<file path="src/rtl/vdet_pkg.sv">
package vdet_pkg;
    localparam int REG_W      = 4;
    localparam int BIT_ON     = 0;
    localparam int BIT_RES    = 1;
    localparam int BIT_SEL_LO = 2;
    localparam int SEL_W      = 2;

    typedef enum logic [SEL_W-1:0] {
        TH_2V6 = 2'd0,
        TH_2V5 = 2'd1,
        TH_2V4 = 2'd2,
        TH_2V3 = 2'd3
    } thresh_e;

    typedef struct packed {
        logic    on;
        thresh_e sel;
    } ctrl_s;
endpackage

</file>
<file path="src/rtl/vdet_regs.sv">
module vdet_regs
    import vdet_pkg::*;
(
    input  logic               clk,
    input  logic               rst_n,
    input  logic               wr_en,
    input  logic [REG_W-1:0]   wr_data,
    output logic               on_o,
    output logic [SEL_W-1:0]   sel_o,
    output logic               rise_o,
    output logic               fall_o
);
    ctrl_s ctrl_d, ctrl_q;

    always_comb begin
        ctrl_d = ctrl_q;
        rise_o = 1'b0;
        fall_o = 1'b0;
        if (wr_en) begin
            ctrl_d.on  = wr_data[BIT_ON];
            ctrl_d.sel = thresh_e'(wr_data[BIT_SEL_LO +: SEL_W]);
            rise_o     = wr_data[BIT_ON] & ~ctrl_q.on;
            fall_o     = ~wr_data[BIT_ON] & ctrl_q.on;
        end
    end

    always_ff @(posedge clk or negedge rst_n) begin
        if (!rst_n) begin
            ctrl_q <= '{on: 1'b0, sel: TH_2V6};
        end else begin
            ctrl_q <= ctrl_d;
        end
    end

    assign on_o  = ctrl_q.on;
    assign sel_o = ctrl_q.sel;
endmodule

</file>
<file path="src/rtl/vdet_dwell.sv">
module vdet_dwell #(
    parameter int MIN_CYCLES = 5000
) (
    input  logic clk,
    input  logic rst_n,
    input  logic on_i,
    input  logic rise_i,
    input  logic fall_i,
    output logic valid_o
);
    localparam int CNT_W = $clog2(MIN_CYCLES + 1);
    localparam logic [CNT_W-1:0] CNT_MAX = CNT_W'(MIN_CYCLES);

    typedef struct packed {
        logic [CNT_W-1:0] cnt;
        logic             valid;
    } dwell_s;

    dwell_s st_d, st_q;
    logic   at_max;

    assign at_max = (st_q.cnt >= CNT_MAX);

    always_comb begin
        st_d = st_q;
        if (rise_i) begin
            st_d.cnt = CNT_W'(1);
        end else if (fall_i) begin
            st_d.valid = at_max;
        end else if (on_i && !at_max) begin
            st_d.cnt = st_q.cnt + CNT_W'(1);
        end
    end

    always_ff @(posedge clk or negedge rst_n) begin
        if (!rst_n) begin
            st_q <= '0;
        end else begin
            st_q <= st_d;
        end
    end

    assign valid_o = st_q.valid;
endmodule

</file>
<file path="src/rtl/vdet_capture.sv">
module vdet_capture (
    input  logic clk,
    input  logic rst_n,
    input  logic fall_i,
    input  logic low_i,
    output logic res_o
);
    logic res_d, res_q;

    always_comb begin
        res_d = res_q;
        if (fall_i) res_d = low_i;
    end

    always_ff @(posedge clk or negedge rst_n) begin
        if (!rst_n) res_q <= 1'b0;
        else        res_q <= res_d;
    end

    assign res_o = res_q;
endmodule

</file>
<file path="src/rtl/vdet_ctrl.sv">
module vdet_ctrl
    import vdet_pkg::*;
#(
    parameter int CLK_HZ    = 50_000_000,
    parameter int MIN_ON_US = 100
) (
    input  logic             clk,
    input  logic             rst_n,
    input  logic             wr_en,
    input  logic [3:0]       wr_data,
    output logic [3:0]       rd_data,
    output logic             det_en,
    output logic [1:0]       det_sel,
    input  logic             det_low,
    output logic             res_valid
);
    localparam int MIN_CYCLES = (CLK_HZ / 1_000_000) * MIN_ON_US;

    logic             on_w, rise_w, fall_w, res_w;
    logic [SEL_W-1:0] sel_w;

    vdet_regs u_regs (
        .clk     (clk),
        .rst_n   (rst_n),
        .wr_en   (wr_en),
        .wr_data (wr_data),
        .on_o    (on_w),
        .sel_o   (sel_w),
        .rise_o  (rise_w),
        .fall_o  (fall_w)
    );

    vdet_dwell #(.MIN_CYCLES(MIN_CYCLES)) u_dwell (
        .clk     (clk),
        .rst_n   (rst_n),
        .on_i    (on_w),
        .rise_i  (rise_w),
        .fall_i  (fall_w),
        .valid_o (res_valid)
    );

    vdet_capture u_cap (
        .clk    (clk),
        .rst_n  (rst_n),
        .fall_i (fall_w),
        .low_i  (det_low),
        .res_o  (res_w)
    );

    always_comb begin
        rd_data                         = '0;
        rd_data[BIT_ON]                 = on_w;
        rd_data[BIT_RES]                = res_w;
        rd_data[BIT_SEL_LO +: SEL_W]    = sel_w;
    end

    assign det_en  = on_w;
    assign det_sel = sel_w;
endmodule

</file>
<file path="config.mk">
export PLATFORM = sky130hd
export DESIGN_NAME = vdet_ctrl
export DESIGN_NICKNAME = d
export VERILOG_FILES = /design/src/rtl/vdet_pkg.sv /design/src/rtl/vdet_regs.sv /design/src/rtl/vdet_dwell.sv /design/src/rtl/vdet_capture.sv /design/src/rtl/vdet_ctrl.sv
export SDC_FILE = /design/constraint.sdc
export NUM_CORES = 1
export LEC_CHECK = 0
export ABC_CLOCK_PERIOD_IN_PS = 4710
export CORE_ASPECT_RATIO = 0.9
export CORE_UTILIZATION = 45
export CTS_BUF_LIST = sky130_fd_sc_hd__clkbuf_8
export CTS_CLUSTER_SIZE = 24
export DETAILED_ROUTE_END_ITERATION = 10
export HOLD_SLACK_MARGIN = 0.1
export PLACE_DENSITY = 0.68
export SYNTH_ARGS = -nofsm -noshare
export SYNTH_HDL_FRONTEND = slang
export SYNTH_SLANG_ARGS = --single-unit
</file>
<file path="constraint.sdc">
create_clock -name clk -period 4.71 [get_ports clk]
set_clock_uncertainty 0.15 [all_clocks]
set_input_delay 1.1775 -clock clk [delete_from_list [all_inputs] [get_ports clk]]
set_output_delay 1.1775 -clock clk [all_outputs]
set_load 0.02 [all_outputs]
</file>
; Word level (Yosys, flattened, before mapping)
; Index checks and enable logic that the tools add are counted.
[word_totals]
reg_bits = 18
latchBits = 0
ramBits = 0
rom_bits = 0
input_bits = 8
out_inout_bits = 8
memories = 0
[op_classes]
add_sub_neg = 1
multipliers = 0
n_div = 0
order_cmp = 1
n_eq_ne = 1
n_shift = 0
muxes = 5
n_bitwise = 5
n_reduce_logical = 5
[op_table]
columns = operator, n
row1 = $mux 13, 3
row2 = $add 13x1->13 const B, 1
row3 = $ge 13x13->1 const B, 1
row4 = $reduce_and 2->1, 2
row5 = $not 1->1, 3
row6 = $and 1x1->1, 2
row7 = $mux 1, 2
row8 = $ne 2x2->1 const B, 1
row9 = $reduce_bool 2->1, 1
row10 = $logic_and 1x1->1, 1
row11 = $logic_not 1->1, 1

; Logic depth before layout (Yosys ltp)
[logic_depth]
word_depth = 6
mapped_depth = 5

; By module
; Synthesis repeated with hierarchy kept, for this count alone.
[hier_totals]
hier_cells = 96
hier_area_um2 = 1004.7
[modules_own_cells]
columns = mod, n_inst, cells_per_inst, area_each_um2, seq_area_each_um2
row1 = vdet_dwell, 1, 82, 805.8, 350.3
row2 = vdet_regs, 1, 8, 128.9, 75.1
row3 = vdet_capture, 1, 2, 40.0, 25.0
row4 = vdet_ctrl, 1, 4, 30.0, 0.0

; Worst setup path before layout
; OpenSTA, ideal clock, no wires.
[synth_path]
kind = in2reg
start = input port wr_en
end = register u_dwell.st_q[6] (netlist bit)
arrival_time_ns = 2.008
path_slack_ns = 2.423
path_stages = 5
path_cell_list = mux2i_1 -> inv_1 -> o211ai_1 -> buf_2 -> o22ai_1
[synth_via]
elab_chain_cells = 3
elab_cells_between_ends = 6
cone_classes = 1 x eq/ne / 3 x mux / 2 x reduce/logical
[synth_rtl]
columns = item, line_no
row1 = "start, declared", vdet_ctrl.sv:9  ; input logic wr_en,
row2 = $mux 1, vdet_regs.sv:19  ; if (wr_en) begin
row3 = $ne 2x2->1 (no source line) or $reduce_bool 2->1 (tied branches), n/a
row4 = $reduce_and 2->1 (no source line), n/a
row5 = "end signal, assigned", vdet_dwell.sv:39  ; st_q <= st_d;
row6 = "end, declared", vdet_dwell.sv:19  ; dwell_s st_d, st_q;
; Parallel ways exist; a longest one is shown, timed or not.
; A chain may end at the register's enable or synchronous reset.

; Worst setup path after layout
[layout_path]
start = register u_regs.ctrl_q, in the netlist u_regs.on_o
end = output port rd_data[0]
[layout_lines]
columns = item, line_no
row1 = "start, declared", vdet_regs.sv:13  ; ctrl_s ctrl_d, ctrl_q;
row2 = "start signal, assigned", vdet_regs.sv:29  ; ctrl_q <= '{on: 1'b0, sel: TH_2V6};
row3 = "start signal, assigned", vdet_regs.sv:31  ; ctrl_q <= ctrl_d;
row4 = "end, declared", vdet_ctrl.sv:11  ; output logic [3:0] rd_data,
; No word-level cell between the ends.

==> metrics.txt <==
Critical Path Max Stage Delay 0.71 ns; Post-layout nets 129; min-delay worst type flop to flop; Port Buf Inserts 14; LEAKAGE 0.470 nW; CTS Sinks 18; critical path launch point type flop; hpwl dp 1.59 mm; status finished, final reports clean; Rows 16; share of layout cells above drive strength 1 11.0%; reg-to-reg startpoint u_regs.on_o; Slew HR 37.5%; drt total wl 2.32 mm; Seq/Total Area, Yosys 42.8%; Die ar. 0.00254 sq mm; hold-critical path endpoint u_dwell.valid_o; cell count after synthesis 109; WP data arrival 1.68 ns; largest net degree at the start of global routing 19; DR iter-0 viols 14; CTS tree yes; WHS 0.326 ns; post-CTS setup buffers 0; Placer Congestion 0.728; Power Density 322 mW/mm^2; worst reg2reg endpoint u_dwell.st_q[1]; crit-path cells clkdlybuf4s50_1; Hold Path Origin u_dwell.valid_o; R2R Setup Slk 2.46 ns; DR DRC count 0; Synth-to-Final Area Change 16.3%; crit path max-delay cell type dfrtp_1; CP max FO 18; VDD IR max 0.203 mV; vias in the first global route 830; floorplan die width 53.0 um; WL per Instance 16.0 um; H-tree depth 1; vias per cell 6.05; fin crit period 3.01 ns; worst-skew pair later-pin latency 0.26 ns; die height 47.9 um; Syn Nets 119; worst r2r path cells 5; Worst Hold Depth 2; # diodes 0; final setup violation count 0; PostCTS Resize Cnt 0; RSZ-0062 raised after global routing false; worst slew pin tran 0.933 ns; Initial Util 48.2%; Tcrit/Tclk final 63.8%; count of pins over their slew limit 0; root buf cell clkbuf_8; Cell Area, Synth 0.00105 sq mm; Yosys cell types 31; Power Total 394 uW; Post-CTS Hold Buffers 0; final hold viol count 0; Core ar. 0.00218 sq mm; CTS max path bufs 2; yosys warns 0; Worst Path Required 3.38 ns; initial antenna violation count 0; Max Cap Viol 0; Buf/Inv on CP 1; antenna viol nets, final 0; first-pass GRT wire length 3.85 mm; CTS buffer count 3; CP delay by family, top flip-flops; Top-Level Pins 16; synthesized flop and latch total 18; Avg Synthesized Cell Area 9.65 sq um; Fin Setup TNS 0 ns; CP endpoint kind primary output; drt pass-1 iters 4; GR Overflow Total 0; clock transition at the registers of the reported paths 0.07 ns; type of the worst setup path flop to primary output; via count 877; Total GRT Usage 21.9%; cell depth of the worst setup path 1; Max Clk Rate 0.333 GHz
[metrics by stage]
step / util [%] / instances / cell area (sq um) / setup WS, ns
after global placement: 53.6 / 141 / 1170 / 1.50
final: 56.1 / 145 / 1220 / 1.70
after CTS: 56.1 / 145 / 1220 / 1.70
after floorplan: - / 109 / 1050 / 2.42
after global routing: 56.1 / 145 / 1220 / 1.60
after detailed placement: 53.6 / 141 / 1170 / 1.47
[per-layer routing]
layer,vias to the layer above,global-route usage (%),share of wire (%)
met2,13,35.4,46
met4,0,10.0,1.2
met3,5,5.71,3.2
li1,423,-,-
met1,436,28.0,49
met5,-,0,0
[layout by cell type, fill, tap and decap left out]
cell	Yosys	layout
and2_1	1	1
clkdlybuf4s50_1	0	14
a21oi_1	1	1
nand3_1	8	8
and3_1	2	2
mux2_2	4	4
nand3b_1	1	1
ha_1	2	2
clkbuf_8	0	4
nand4_1	6	6
o22a_1	1	1
nand2_1	4	4
and3_2	1	1
o22ai_1	10	10
o21ai_0	1	1
o211ai_1	1	1
and4_1	1	1
o2111ai_1	1	1
nor2_1	1	1
inv_1	15	15
nand2b_1	4	4
o21ai_2	1	1
a2111oi_2	1	1
o21a_1	1	1
mux2i_1	1	1
buf_4	4	1
nor4_2	1	1
a221oi_1	10	10
dfrtp_1	18	18
o31ai_1	1	1
[sequential cells by signal (all words and copies together), names as in the netlist]
signal / count
u_regs.sel_o: 2
u_regs.on_o: 1
u_cap.res_o: 1
u_dwell.st_q: 13
u_dwell.valid_o: 1
[cells by family after synthesis]
kind of cell               count (synthesis)  share of synthesized area (%)
and+or+nand+nor                           30                           16.8
AOI/OAI and AO/OA                         29                           21.3
buffers and inverters                     25                           11.5
DFF                                       18                           42.8
muxes                                      5                           5.23
adders and majority gates                  2                           2.38
[synth_stat cells]
master     instances  area (sq um)
o21a_1             1          7.51
o21ai_0            1          5.00
o22a_1             1          8.76
o211ai_1           1          7.51
a21oi_1            1          5.00
ha_1               2          25.0
nor2_1             1          3.75
buf_6              1          11.3
nand4_1            6          37.5
o21ai_2            1          8.76
nor4_2             1          12.5
a2111oi_2          1          15.0
clkbuf_1           1          3.75
dfrtp_1           18           450
o2111ai_1          1          8.76
o22ai_1           10          62.6
a221oi_1          10          87.6
nand2_1            4          15.0
and3_2             1          7.51
mux2_2             4          45.0
nand3b_1           1          7.51
mux2i_1            1          10.0
buf_4              4          30.0
and3_1             2          12.5
nand3_1            8          40.0
and2_1             1          6.26
nand2b_1           4          25.0
o31ai_1            1          7.51
and4_1             1          8.76
buf_2              4          20.0
inv_1             15          56.3
[power breakdown]
part	switching (mW)	internal, mW	total [mW]	leakage [nW]
Clock	0.0544	0.0744	0.129	0.0288
Combinational	0.0416	0.0387	0.0803	0.204
Sequential	0.0176	0.167	0.185	0.238
[worst max-delay path by stage]
stage                           start         endpoint  slack [ns]
final                     u_regs.on_o       rd_data[0]        1.70
after global placement          wr_en  u_dwell.st_q[1]        1.50
after CTS                 u_regs.on_o       rd_data[0]        1.70
after floorplan                 wr_en  u_dwell.st_q[6]        2.42
after global routing            wr_en  u_dwell.st_q[1]        1.60
after detailed placement        wr_en  u_dwell.st_q[1]        1.47
[cell type report]
| class | count | area, sq um |
|---|---|---|
| Timing Repair Buffer | 15 | 148 |
| Tap cell | 27 | 33.8 |
| Multi-Input combinational cell | 66 | 480 |
| Inverter | 15 | 56.3 |
| Fill cell | 192 | 958 |
| Clock buffer | 4 | 55.1 |
| Sequential cell | 18 | 450 |
Power figures use the tool's default switching activity.
